<file path="src/rtl/eoi_pkg.sv">
package eoi_pkg;

   // Decoded effect of one software write on the interrupt state
   typedef struct packed {
      logic drop;       // release one active-priority level
      logic clr_active; // clear the target's active flag
      logic flag_err;   // misused deactivate
      logic grp1;       // target belongs to group 1
   } eoi_action_t;

   // Write kinds seen by the filter
   typedef enum logic [1:0] {
      WR_NONE = 2'd0,
      WR_EOI  = 2'd1,
      WR_DIR  = 2'd2
   } wr_kind_e;

endpackage

</file>
<file path="src/rtl/eoi_lsb_find.sv">
module eoi_lsb_find #(
   parameter int W = 32
) (
   input  logic [W-1:0]         vec_i,
   output logic                 found_o,
   output logic [$clog2(W)-1:0] idx_o
);
   localparam int IW = $clog2(W);

   initial begin
      if (W < 2) $error("eoi_lsb_find: W must be at least 2");
   end

   // Scan from the top so the lowest set index wins
   always_comb begin
      found_o = 1'b0;
      idx_o   = '0;
      for (int i = W - 1; i >= 0; i--) begin
         if (vec_i[i]) begin
            found_o = 1'b1;
            idx_o   = IW'(i);
         end
      end
   end

endmodule

</file>
<file path="src/rtl/eoi_req_filter.sv">
module eoi_req_filter
   import eoi_pkg::*;
#(
   parameter int NIRQ         = 32,
   parameter int ID_W         = 10,
   parameter bit HAS_SECURITY = 1'b1
) (
   input  logic                     eoi_valid_i,
   input  logic                     dir_valid_i,
   input  logic [ID_W-1:0]          wr_id_i,
   input  logic                     wr_nonsecure_i,
   input  logic                     split_i,
   input  logic [NIRQ-1:0]          irq_group_i,
   output eoi_action_t              action_o,
   output logic [$clog2(NIRQ)-1:0]  idx_o
);
   localparam int IDX_W = $clog2(NIRQ);

   initial begin
      if (NIRQ >= (1 << ID_W)) $error("eoi_req_filter: ID width too small for NIRQ");
   end

   logic     in_range;
   logic     tgt_grp1;
   logic     ns_eff;
   logic     sec_block;
   wr_kind_e kind;

   assign in_range = (wr_id_i < ID_W'(NIRQ));
   assign idx_o    = wr_id_i[IDX_W-1:0];
   assign tgt_grp1 = in_range & irq_group_i[idx_o];

   generate
      if (HAS_SECURITY) begin : g_sec
         assign ns_eff = wr_nonsecure_i;
      end else begin : g_nosec
         // Without security every access is treated as secure
         assign ns_eff = 1'b0;
      end
   endgenerate

   assign sec_block = ns_eff & ~tgt_grp1;

   always_comb begin
      if (eoi_valid_i)      kind = WR_EOI;
      else if (dir_valid_i) kind = WR_DIR;
      else                  kind = WR_NONE;
   end

   always_comb begin
      action_o      = '0;
      action_o.grp1 = tgt_grp1;
      unique case (kind)
         WR_EOI: begin
            if (in_range && !sec_block) begin
               action_o.drop       = 1'b1;
               action_o.clr_active = ~split_i;
            end
         end
         WR_DIR: begin
            // Order: range, then mode, then security
            if (in_range) begin
               if (!split_i)        action_o.flag_err   = 1'b1;
               else if (!sec_block) action_o.clr_active = 1'b1;
            end
         end
         default: ;
      endcase
   end

endmodule

</file>
<file path="src/rtl/eoi_active_bits.sv">
module eoi_active_bits #(
   parameter int NIRQ = 32
) (
   input  logic                    clk_i,
   input  logic                    rst_ni,
   input  logic                    set_i,
   input  logic [$clog2(NIRQ)-1:0] set_idx_i,
   input  logic                    clr_i,
   input  logic [$clog2(NIRQ)-1:0] clr_idx_i,
   output logic [NIRQ-1:0]         active_o
);
   logic [NIRQ-1:0] act_q;
   logic [NIRQ-1:0] act_d;

   always_comb begin
      act_d = act_q;
      if (clr_i) act_d[clr_idx_i] = 1'b0;
      if (set_i) act_d[set_idx_i] = 1'b1;
   end

   always_ff @(posedge clk_i) begin
      if (!rst_ni) act_q <= '0;
      else         act_q <= act_d;
   end

   assign active_o = act_q;

   logic seen_q;
   always_ff @(posedge clk_i) begin
      if (!rst_ni) seen_q <= 1'b0;
      else         seen_q <= 1'b1;
   end

   AST_ACTIVE_HOLD: assert property (@(posedge clk_i) disable iff (!rst_ni)
      seen_q && !set_i && !clr_i |=> $stable(active_o));

endmodule

</file>
<file path="src/rtl/eoi_apr_unit.sv">
module eoi_apr_unit #(
   parameter int LEVELS = 32,
   parameter int PRIO_W = 8
) (
   input  logic                      clk_i,
   input  logic                      rst_ni,
   input  logic                      act_valid_i,
   input  logic [$clog2(LEVELS)-1:0] act_level_i,
   input  logic                      act_grp1_i,
   input  logic                      drop_i,
   input  logic                      drop_grp1_i,
   output logic [LEVELS-1:0]         apr0_o,
   output logic [LEVELS-1:0]         apr1_o,
   output logic [PRIO_W:0]           run_prio_o
);
   localparam int LW    = $clog2(LEVELS);
   localparam int SHIFT = PRIO_W - LW;
   localparam logic [PRIO_W:0] IDLE = {1'b1, {PRIO_W{1'b0}}};

   initial begin
      if (SHIFT < 0) $error("eoi_apr_unit: more levels than priority values");
   end

   logic [LEVELS-1:0] apr0_q, apr1_q, apr0_d, apr1_d;
   logic [PRIO_W:0]   prio_q, prio_d;
   logic              cur_found, nxt_found;
   logic [LW-1:0]     cur_idx, nxt_idx;
   logic [PRIO_W-1:0] nxt_prio_val;

   eoi_lsb_find #(.W(LEVELS)) i_cur_find (
      .vec_i   (apr0_q | apr1_q),
      .found_o (cur_found),
      .idx_o   (cur_idx)
   );

   always_comb begin
      apr0_d = apr0_q;
      apr1_d = apr1_q;
      if (drop_i && cur_found) begin
         if (drop_grp1_i && apr1_q[cur_idx]) apr1_d[cur_idx] = 1'b0;
         else                                apr0_d[cur_idx] = 1'b0;
      end
      if (act_valid_i) begin
         if (act_grp1_i) apr1_d[act_level_i] = 1'b1;
         else            apr0_d[act_level_i] = 1'b1;
      end
   end

   eoi_lsb_find #(.W(LEVELS)) i_nxt_find (
      .vec_i   (apr0_d | apr1_d),
      .found_o (nxt_found),
      .idx_o   (nxt_idx)
   );

   generate
      if (SHIFT > 0) begin : g_scaled
         assign nxt_prio_val = {nxt_idx, {SHIFT{1'b0}}};
      end else begin : g_direct
         assign nxt_prio_val = nxt_idx;
      end
   endgenerate

   assign prio_d = nxt_found ? {1'b0, nxt_prio_val} : IDLE;

   always_ff @(posedge clk_i) begin
      if (!rst_ni) begin
         apr0_q <= '0;
         apr1_q <= '0;
         prio_q <= IDLE;
      end else begin
         apr0_q <= apr0_d;
         apr1_q <= apr1_d;
         prio_q <= prio_d;
      end
   end

   assign apr0_o     = apr0_q;
   assign apr1_o     = apr1_q;
   assign run_prio_o = prio_q;

   logic seen_q;
   always_ff @(posedge clk_i) begin
      if (!rst_ni) seen_q <= 1'b0;
      else         seen_q <= 1'b1;
   end

   AST_APR_HOLD: assert property (@(posedge clk_i) disable iff (!rst_ni)
      seen_q && !drop_i && !act_valid_i |=> $stable(apr0_o) && $stable(apr1_o));

   AST_IDLE_PRIO: assert property (@(posedge clk_i) disable iff (!rst_ni)
      (apr0_o == '0 && apr1_o == '0) |-> run_prio_o == IDLE);

   AST_DROP_NO_GROW: assert property (@(posedge clk_i) disable iff (!rst_ni)
      seen_q && drop_i && !act_valid_i |=>
         $countones({apr1_o, apr0_o}) <= $past($countones({apr1_o, apr0_o})));

endmodule

</file>
<file path="src/rtl/eoi_dir_ctrl.sv">
module eoi_dir_ctrl
   import eoi_pkg::*;
#(
   parameter int NIRQ         = 32,
   parameter int ID_W         = 10,
   parameter int LEVELS       = 32,
   parameter int PRIO_W       = 8,
   parameter bit HAS_SECURITY = 1'b1
) (
   input  logic                      clk_i,
   input  logic                      rst_ni,
   input  logic                      cfg_split_i,
   input  logic [NIRQ-1:0]           irq_group_i,
   input  logic                      act_valid_i,
   input  logic [$clog2(NIRQ)-1:0]   act_id_i,
   input  logic [$clog2(LEVELS)-1:0] act_level_i,
   input  logic                      eoi_valid_i,
   input  logic                      dir_valid_i,
   input  logic [ID_W-1:0]           wr_id_i,
   input  logic                      wr_nonsecure_i,
   output logic [NIRQ-1:0]           active_o,
   output logic [LEVELS-1:0]         apr_grp0_o,
   output logic [LEVELS-1:0]         apr_grp1_o,
   output logic [PRIO_W:0]           run_prio_o,
   output logic                      guest_err_o
);
   localparam int IDX_W = $clog2(NIRQ);

   eoi_action_t      action;
   logic [IDX_W-1:0] tgt_idx;
   logic             err_q;

   eoi_req_filter #(
      .NIRQ         (NIRQ),
      .ID_W         (ID_W),
      .HAS_SECURITY (HAS_SECURITY)
   ) i_filter (
      .eoi_valid_i    (eoi_valid_i),
      .dir_valid_i    (dir_valid_i),
      .wr_id_i        (wr_id_i),
      .wr_nonsecure_i (wr_nonsecure_i),
      .split_i        (cfg_split_i),
      .irq_group_i    (irq_group_i),
      .action_o       (action),
      .idx_o          (tgt_idx)
   );

   eoi_active_bits #(.NIRQ(NIRQ)) i_active (
      .clk_i     (clk_i),
      .rst_ni    (rst_ni),
      .set_i     (act_valid_i),
      .set_idx_i (act_id_i),
      .clr_i     (action.clr_active),
      .clr_idx_i (tgt_idx),
      .active_o  (active_o)
   );

   eoi_apr_unit #(.LEVELS(LEVELS), .PRIO_W(PRIO_W)) i_apr (
      .clk_i       (clk_i),
      .rst_ni      (rst_ni),
      .act_valid_i (act_valid_i),
      .act_level_i (act_level_i),
      .act_grp1_i  (irq_group_i[act_id_i]),
      .drop_i      (action.drop),
      .drop_grp1_i (action.grp1),
      .apr0_o      (apr_grp0_o),
      .apr1_o      (apr_grp1_o),
      .run_prio_o  (run_prio_o)
   );

   always_ff @(posedge clk_i) begin
      if (!rst_ni) err_q <= 1'b0;
      else         err_q <= action.flag_err;
   end

   assign guest_err_o = err_q;

   logic seen_q;
   always_ff @(posedge clk_i) begin
      if (!rst_ni) seen_q <= 1'b0;
      else         seen_q <= 1'b1;
   end

   AST_ERR_CAUSE: assert property (@(posedge clk_i) disable iff (!rst_ni)
      seen_q && guest_err_o |->
         $past(dir_valid_i && !eoi_valid_i && !cfg_split_i && (wr_id_i < ID_W'(NIRQ))));

   AST_SPLIT_KEEPS_ACTIVE: assert property (@(posedge clk_i) disable iff (!rst_ni)
      seen_q && eoi_valid_i && cfg_split_i && !act_valid_i |=> active_o == $past(active_o));

   generate
      if (HAS_SECURITY) begin : g_sec_chk
         AST_NS_GRP0_IGNORED: assert property (@(posedge clk_i) disable iff (!rst_ni)
            seen_q && (eoi_valid_i || dir_valid_i) && wr_nonsecure_i && !act_valid_i &&
            (wr_id_i < ID_W'(NIRQ)) && !irq_group_i[wr_id_i[IDX_W-1:0]] |=>
               $stable(active_o) && $stable(apr_grp0_o) && $stable(apr_grp1_o));
      end
   endgenerate

endmodule

</file>
<file path="config.mk">
export PLATFORM = sky130hd
export DESIGN_NAME = eoi_dir_ctrl
export DESIGN_NICKNAME = d
export VERILOG_FILES = /design/src/rtl/eoi_pkg.sv /design/src/rtl/eoi_lsb_find.sv /design/src/rtl/eoi_req_filter.sv /design/src/rtl/eoi_active_bits.sv /design/src/rtl/eoi_apr_unit.sv /design/src/rtl/eoi_dir_ctrl.sv
export SDC_FILE = /design/constraint.sdc
export NUM_CORES = 1
export LEC_CHECK = 0
export ABC_AREA = 0
export BUFFER_PORTS_ARGS = -buffer_cell sky130_fd_sc_hd__buf_4
export CORE_ASPECT_RATIO = 2
export CORE_UTILIZATION = 57
export CTS_CLUSTER_SIZE = 20
export DETAILED_ROUTE_END_ITERATION = 10
export GPL_TIMING_DRIVEN = 0
export PLACE_DENSITY = 0.81
export SETUP_SLACK_MARGIN = 0.3
export SKIP_CTS_REPAIR_TIMING = 1
export SKIP_LAST_GASP = 1
export SLEW_MARGIN = 20
export SYNTH_ARGS = -nofsm -noshare
export SYNTH_HDL_FRONTEND = slang
export SYNTH_HIERARCHICAL = 1
export SYNTH_SLANG_ARGS = --single-unit
</file>
<file path="constraint.sdc">
create_clock -name clk_i -period 12.25 [get_ports clk_i]
set_input_delay 1.225 -clock clk_i [delete_from_list [all_inputs] [get_ports clk_i]]
set_output_delay 1.225 -clock clk_i [all_outputs]
set_load 0.05 [all_outputs]
</file>
Yosys cells after proc, flatten, opt, wreduce, memory -nomap -nowiden
Index checks and enable logic that the tools add are counted.

operators by class
  equal/unequal tests = 2
  reductions and logical operators = 14
  $lt $le $gt $ge = 9
  bitwise gates (word level) = 16
  mux-type cells = 162

operators with widths
  operator                                                                              number
  32-bit two-way mux                                                                    10
  5-bit two-way mux                                                                     64
  32-bit bitwise OR                                                                     5
  32-bit bitwise AND                                                                    3
  1-bit two-way mux                                                                     75
  32-bit NOT                                                                            2
  5-bit by 6-bit less-than comparator with 1-bit output (second input constant)         4
  1-bit demux with 5-bit select                                                         4
  5-bit by 1-bit greater-or-equal comparator with 1-bit output (second input constant)  4
  18-bit OR reduction                                                                   1
  1-bit binary-select mux with 5-bit select                                             3
  10-bit by 6-bit less-than comparator with 1-bit output (second input constant)        1
  10-bit OR reduction                                                                   1
  9-bit two-way mux                                                                     1
  2-bit two-way mux                                                                     4
  1-bit logical AND                                                                     7
  6-bit OR reduction                                                                    1
  1-bit NOT                                                                             4
  4-bit OR reduction                                                                    1
  3-bit AND reduction                                                                   1
  3-bit OR reduction                                                                    1
  1-bit bitwise AND                                                                     2
  2-bit by 1-bit == test with 1-bit output (second input constant)                      1
  2-bit == test (second input constant)                                                 1
  other kinds (2)                                                                       2

word-level totals
  register bits after elaboration = 106
  logic and storage cells = 213
  output and inout port bits = 106
  bits of input ports = 59

Logic depth before layout (Yosys ltp)
  depth after elaboration = 79
  gate-level depth with buffers = 23
  mapped depth without buffers = 19

Modules after synthesis
Netlist, hierarchy kept.

modules (own cells, without submodules)
  module           sequential area each (um2)  instances  cells an instance  area an instance (um2)
  eoi_apr_unit     1401.3                      1          487                3921.3
  eoi_active_bits  640.6                       1          135                1333.8
  eoi_lsb_find     0.0                         2          65                 370.4
  eoi_req_filter   0.0                         1          58                 436.7
  eoi_dir_ctrl     20.0                        1          43                 351.6

Worst setup path before layout
Ideal clock, no wire load.

  path kind = reg2reg
  from = register i_apr.apr1_q[28], in the netlist i_apr/apr1_o[28]
  to = register i_apr.prio_q[5], in the netlist i_apr/run_prio_o[5]
  library setup time = 0.116 ns
  cell stages (with the launch flop) = 22
  arrival = 4.877 ns
  slack = 7.257 ns
  clock period less this slack = 4.993 ns
  data required time = 12.134 ns
  path buffers = 2
  path through = dfxtp_1 -> or2_2 -> or4_1 -> a21oi_1 -> o21ai_1 -> a21oi_1 -> nor4b_2 -> buf_4 -> or3b_1 -> buf_4 -> o22ai_1 -> or3_1 -> o31ai_1 -> a21oi_1 -> o31a_1 -> or4_1 -> or4_4 -> a21oi_1 -> o21ai_1 -> a21oi_1 -> nor4b_2 -> and3_1

on the way
  cells in the longest elaborated chain, start to end = 76
  elaborated cells on any way between the ends = 144
  classes of those cells = order compare (2); mux (130); bitwise (8); reduce/logical (4)

ends and longest elaborated chain
  what                                                                                                                                                                RTL line                                source
  from (decl)                                                                                                                                                         eoi_apr_unit.sv:24                      logic [LEVELS-1:0] apr0_q, apr1_q, apr0_d, apr1_d;
  from (signal assigned)                                                                                                                                              eoi_apr_unit.sv:72                      apr1_q <= apr1_d;
  32-bit bitwise OR (*)                                                                                                                                               eoi_apr_unit.sv:31                      .vec_i (apr0_q | apr1_q),
  5-bit two-way mux (*) (29 in a row)                                                                                                                                 eoi_lsb_find.sv:19                      if (vec_i[i]) begin
  via i_apr.cur_idx[2]                                                                                                                                                eoi_apr_unit.sv:27                      logic [LW-1:0] cur_idx, nxt_idx;
  5-bit by 6-bit less-than comparator with 1-bit output (implied by the code) / 5-bit by 1-bit greater-or-equal comparator with 1-bit output (equally long branches)  eoi_apr_unit.sv:40, eoi_apr_unit.sv:41
  1-bit logical AND (implied by the code)                                                                                                                             eoi_apr_unit.sv:40, eoi_apr_unit.sv:41
  1-bit two-way mux (implied by the code)                                                                                                                             eoi_apr_unit.sv:40, eoi_apr_unit.sv:41
  1-bit demux with 5-bit select                                                                                                                                       --
  32-bit NOT (no source line)                                                                                                                                         --
  [... 2 more ...]                                                                                                                                                    --
  32-bit two-way mux                                                                                                                                                  eoi_apr_unit.sv:39                      if (drop_i && cur_found) begin
  32-bit bitwise OR (no source line)                                                                                                                                  --
  32-bit two-way mux                                                                                                                                                  eoi_apr_unit.sv:44                      if (act_grp1_i) apr1_d[act_level_i] = 1'b1;
  32-bit two-way mux                                                                                                                                                  eoi_apr_unit.sv:43                      if (act_valid_i) begin
  32-bit bitwise OR (*)                                                                                                                                               eoi_apr_unit.sv:50                      .vec_i (apr0_d | apr1_d),
  1-bit two-way mux (32 in a row)                                                                                                                                     eoi_lsb_find.sv:19
  1-bit NOT (no source line)                                                                                                                                          --
  6-bit OR reduction (no source line)                                                                                                                                 --
  to (signal assigned)                                                                                                                                                eoi_apr_unit.sv:73                      prio_q <= prio_d;
  to (decl)                                                                                                                                                           eoi_apr_unit.sv:25                      logic [PRIO_W:0] prio_q, prio_d;

The timed path passes the listed nets; every way through them passes the cells marked *. The select of a mux whose other input is x is not followed.
A chain may end at the register's enable or synchronous reset.

Final worst setup path
  from = register i_apr.apr1_q[28], in the netlist i_apr/apr1_o[28]
  to = register i_apr.prio_q[3], in the netlist i_apr/run_prio_o[3]

on the way
  cells in the longest elaborated chain, start to end = 76
  elaborated cells on any way between the ends = 147
  classes of those cells = order compare (2); mux (133); bitwise (8); reduce/logical (4)

ends and longest elaborated chain
  what                                                                                                                                                                RTL line
  32-bit bitwise OR (*)                                                                                                                                               eoi_apr_unit.sv:31
  5-bit two-way mux (*) (29 in a row)                                                                                                                                 eoi_lsb_find.sv:19
  via i_apr.cur_idx[0]                                                                                                                                                eoi_apr_unit.sv:27
  5-bit by 6-bit less-than comparator with 1-bit output (implied by the code) / 5-bit by 1-bit greater-or-equal comparator with 1-bit output (equally long branches)  eoi_apr_unit.sv:40, eoi_apr_unit.sv:41
  1-bit logical AND (implied by the code)                                                                                                                             eoi_apr_unit.sv:40, eoi_apr_unit.sv:41
  1-bit two-way mux (implied by the code)                                                                                                                             eoi_apr_unit.sv:40, eoi_apr_unit.sv:41
  1-bit demux with 5-bit select                                                                                                                                       --
  32-bit NOT (no source line)                                                                                                                                         --
  [... 2 more ...]                                                                                                                                                    --
  32-bit two-way mux                                                                                                                                                  eoi_apr_unit.sv:39
  32-bit bitwise OR (no source line)                                                                                                                                  --
  32-bit two-way mux                                                                                                                                                  eoi_apr_unit.sv:44
  32-bit two-way mux                                                                                                                                                  eoi_apr_unit.sv:43
  32-bit bitwise OR (*)                                                                                                                                               eoi_apr_unit.sv:50
  1-bit two-way mux (32 in a row)                                                                                                                                     eoi_lsb_find.sv:19
  1-bit NOT (no source line)                                                                                                                                          --
  3-bit OR reduction (no source line)                                                                                                                                 --

Marks and branches as above.

==> reports/summary.txt <==
SYNTHESIS
----------------------------------------------------------------------------------------
Most used flip-flop cell after synthesis ..................................      dfxtp_1
Simple-gate area share of the yosys netlist ...............................        31.3%
Number of enable flip-flop cells after synthesis ..........................            0
Fraction of synthesized cell area in xor and xnor cells ...................           0%
Mean instance size in the synthesized netlist .............................   7.95 sq um
Area share of fa/ha/maj cells after synthesis .............................           0%
Fraction of synthesis flops using an asynchronous set or reset pin ........           0%
Number of warnings reported in the yosys synthesis log ....................            6
Most area-consuming cells after synthesis ................................. dfxtp_1 (30%), mux2i_1 (6.2%), o31ai_1 (4.9%), nand2_1 (4.6%), a21boi_0 (4.3%)
Synthesis-stage register bit count ........................................          103
Multiplexer fraction of the synthesized cell area .........................        7.19%
Synth Cell Area ...........................................................   6780 sq um
Count of unique library cells instantiated by Yosys .......................           62
Fraction of the mapped netlist area in compound gates .....................        25.5%
Dominant combinational cell family by area after synthesis ................ simple AND/OR/NAND/NOR gates
Top cell type by total area after synthesis ...............................      dfxtp_1
Sequential cell area fraction in the yosys report .........................        30.4%
Area share of the leading cell type in the synthesized netlist ............        30.4%
Syn Inst Count ............................................................          853

CRITICAL PATH
----------------------------------------------------------------------------------------
Start-to-end type of the worst setup path .................................      reg2reg
Req. time, crit path ......................................................     12550 ps
Crit-path slowest cell ....................................................      o31ai_1
Kind of launch point of the worst setup path ..............................     register
Crit path max-delay family ................................................ compound AO/OA/AOI/OAI gates
Critical path peak fanout .................................................           10
Cell chain of the critical path ........................................... or2_2 -> nor3b_1 -> nor3_1 -> o31ai_1 -> o2111ai_1 -> a221oi_1 -> buf_6 -> buf_2 -> mux2i_1 -> o22ai_1 -> o31ai_1 -> and2_1 -> clkbuf_2 -> clkbuf_1 -> o22ai_1 -> nand3_1 -> nor3b_1 -> nor3_1 -> o31ai_1 -> o2111ai_1 -> a221oi_1 -> and3_1
Data arrival time of the critical path ....................................      6910 ps
Most used cell along the critical path ....................................      o31ai_1
Kind of capture point of the worst setup path .............................     register
Sum of buffers and inverters on the critical path .........................            4
Slowest stage delay, CP ...................................................       750 ps

DETAILED ROUTING
----------------------------------------------------------------------------------------
DR vias/cell ..............................................................         6.67
Drt first pass iters ......................................................            6
Routed wire length ........................................................     26700 um
Total number of vias ......................................................         7843
Antenna viol nets, final ..................................................            0
DRC Markers ...............................................................            0
Detailed-route wire length per cell .......................................      22.7 um
First DRT Iteration DRCs ..................................................          864

WORST HOLD PATH
----------------------------------------------------------------------------------------
Worst min path class ......................................................      reg2reg

PWR
----------------------------------------------------------------------------------------
Cell Pwr Density ..........................................................  102 nW/um^2
Total Power ...............................................................     0.870 mW
Leakage power figure ......................................................      3.49 nW
Max IR drop VDD ...........................................................    0.0865 mV

LAYOUT
----------------------------------------------------------------------------------------
Filler Cell Count .........................................................         1038
Layout overhead on the synthesized area ...................................        25.2%
Post-layout nets ..........................................................         1085
Top library cells by usage in the layout, fill and taps aside ............. buf_4 (171), dfxtp_1 (103), nand2_1 (84)
Final Cell Area ...........................................................   8490 sq um
Share of final-layout standard cells stronger than drive strength 1 .......        25.0%
Most frequent standard cell in the layout excluding fill and tap cells ....        buf_4
Number of diodes ..........................................................            0

STATUS
----------------------------------------------------------------------------------------
Run status ................................................................ finished, final reports clean

PLACEMENT
----------------------------------------------------------------------------------------
RePlAce Congestion ........................................................         1.08
Hpwl dp ...................................................................     20700 um
Quantity of I/O buffers inserted on ports .................................          160
Placed cell area ..........................................................   8180 sq um

STA
----------------------------------------------------------------------------------------
Transition time of the tightest slew-check pin ............................      1250 ps
Clk_skew ..................................................................      12.2 ps
Total count of hold-check failures in the final report ....................            0
Count of endpoints failing setup in the final report ......................            0
Maximum clock rate ........................................................      151 MHz
Max-slew headroom at the worst pin ........................................        15.8%
Unrepaired setup endpoints after global routing ...........................        false
Post-layout minimum cycle time ............................................      6610 ps
Setup TNS .................................................................         0 ps
Portion of the clock cycle consumed by the worst path in the final layout .        54.0%
Final Max Tran Viols ......................................................            0

GLOBAL ROUTING
----------------------------------------------------------------------------------------
Global router's overall resource usage ....................................        43.8%
Maximum number of pins on one net before global-route repair ..............           22
Vias in the first global route ............................................         7543
Number of antenna violations at the first check in global routing .........            0
Wire length of the first global-routing pass ..............................     40300 um
Total gr overflow .........................................................            0

CLOCK NETWORK
----------------------------------------------------------------------------------------
Clock tree from TritonCTS .................................................        built
CTS Root Cell .............................................................    clkbuf_16
Number of H-tree levels ...................................................            3
Clock-pin slew of the registers on the worst-case setup and hold paths ....        80 ps
Clk buf depth .............................................................            2
Total clock sinks .........................................................          103
Number of buffers added by the clock tree synthesis step ..................            9
Clock latency on the worst-skew pair ......................................       360 ps

FLOORPLAN
----------------------------------------------------------------------------------------
Horiz. Die Dim ............................................................      79.1 um
Placement Rows ............................................................           56
Effective utilization at floorplan ........................................        58.3%
Height of the chip ........................................................       156 um
Core footprint ............................................................  11600 sq um
Area of the die ...........................................................  12400 sq um
I/O pin count .............................................................          165

JOB
----------------------------------------------------------------------------------------
Reported max-cap violation count ..........................................            0

## report_power, final
part / switching [mW] / total (mW) / leakage, nW / internal (mW)
registers: 0.00392 / 0.345 / 0.832 / 0.341
logic: 0.150 / 0.232 / 2.51 / 0.0828
clock network: 0.147 / 0.293 / 0.147 / 0.146
## kinds of logic after synthesis
family / count (synthesis)
compound gates: 241
buf+inv: 69
flops: 103
mux: 45
other cells: 1
simple gates: 394
## layer usage
layer / track usage, % / vias to the layer above / share of wire (%)
met4: 36.3 / 0 / 9.9
li1: - / 3555 / -
met2: 75.5 / 520 / 50
met1: 42.5 / 3592 / 32
met5: 0 / - / 0
met3: 11.8 / 176 / 8.2
## Yosys cell counts, types with 3 or more instances
library cell and n:
or3_1 8, nand2_1 84, and3b_1 5, or3b_1 3, a32o_1 16, or2_2 35, nor2_1 75, o21ai_0 16
o21a_1 4, inv_1 18, nand3_1 43, nor3_1 24, clkbuf_1 24, o21ai_1 10, dfxtp_1 103, a211oi_1 4
nor4_1 11, a21oi_1 21, nor3b_2 3, nand4_1 11, buf_4 11, nor2b_1 26, and3_1 7, o22ai_1 24
buf_6 4, a22oi_1 9, nand3b_1 18, o311ai_0 4, mux2i_1 42, or4_1 3, buf_2 8, o31ai_1 44
o211ai_1 31, mux4_2 3, nor3b_1 8, nand2b_1 9, a2111oi_0 4, and2_1 8, a21boi_0 39
## worst register-to-register path, stage by stage (launching register included)
cell and delay (ps):
dfxtp_1 370, or2_2 370, nor3b_1 220, nor3_1 70, o31ai_1 390, o2111ai_1 300
a221oi_1 370, buf_6 240, buf_2 320, mux2i_1 320, o22ai_1 120, o31ai_1 440
and2_1 190, clkbuf_2 130, clkbuf_1 460, o22ai_1 200, nand3_1 170, nor3b_1 270
nor3_1 90, o31ai_1 750, o2111ai_1 260, a221oi_1 310, and3_1 190
## through the flow
stage	hold slack, ps	worst slack, ps	utilization, %	std cells
floorplan	727	7260	-	855
global route	522	5530	73.0	1176
detailed placement	486	6150	70.3	1160
global placement	481	6150	70.3	1160
finish	501	5640	73.0	1176
CTS	504	6160	73.0	1176
## cell type report
class	instances	area, sq um	area share, %
multi-input cells	683	4360	51.3
clock inverters	7	90.1	1.06
plain buffers	50	303	3.56
well taps	145	181	2.14
clock buffers	9	225	2.65
repair buffers	160	1200	14.1
inverters	19	71.3	0.840
flip-flops and latches	103	2060	24.3
## state kept, by name (all words and copies together), names as in the netlist
name,cells
i_active/active_o,32
i_apr/run_prio_o,6
i_apr/apr0_o,32
i_apr/apr1_o,32
guest_err_o,1
## path summary, 6_finish.rpt
path / from / to / slack [ps] / cells past startpoint
worst min-delay path: i_active/active_o[9] / i_active/active_o[9] / 500 / 1
worst max-delay path: i_apr/apr1_o[28] / i_apr/run_prio_o[3] / 5640 / 22
worst max register to register: i_apr/apr1_o[28] / i_apr/run_prio_o[3] / 5640 / 22
worst min register to register: i_active/active_o[9] / i_active/active_o[9] / 500 / 1
(Power assumes the default switching activity.)
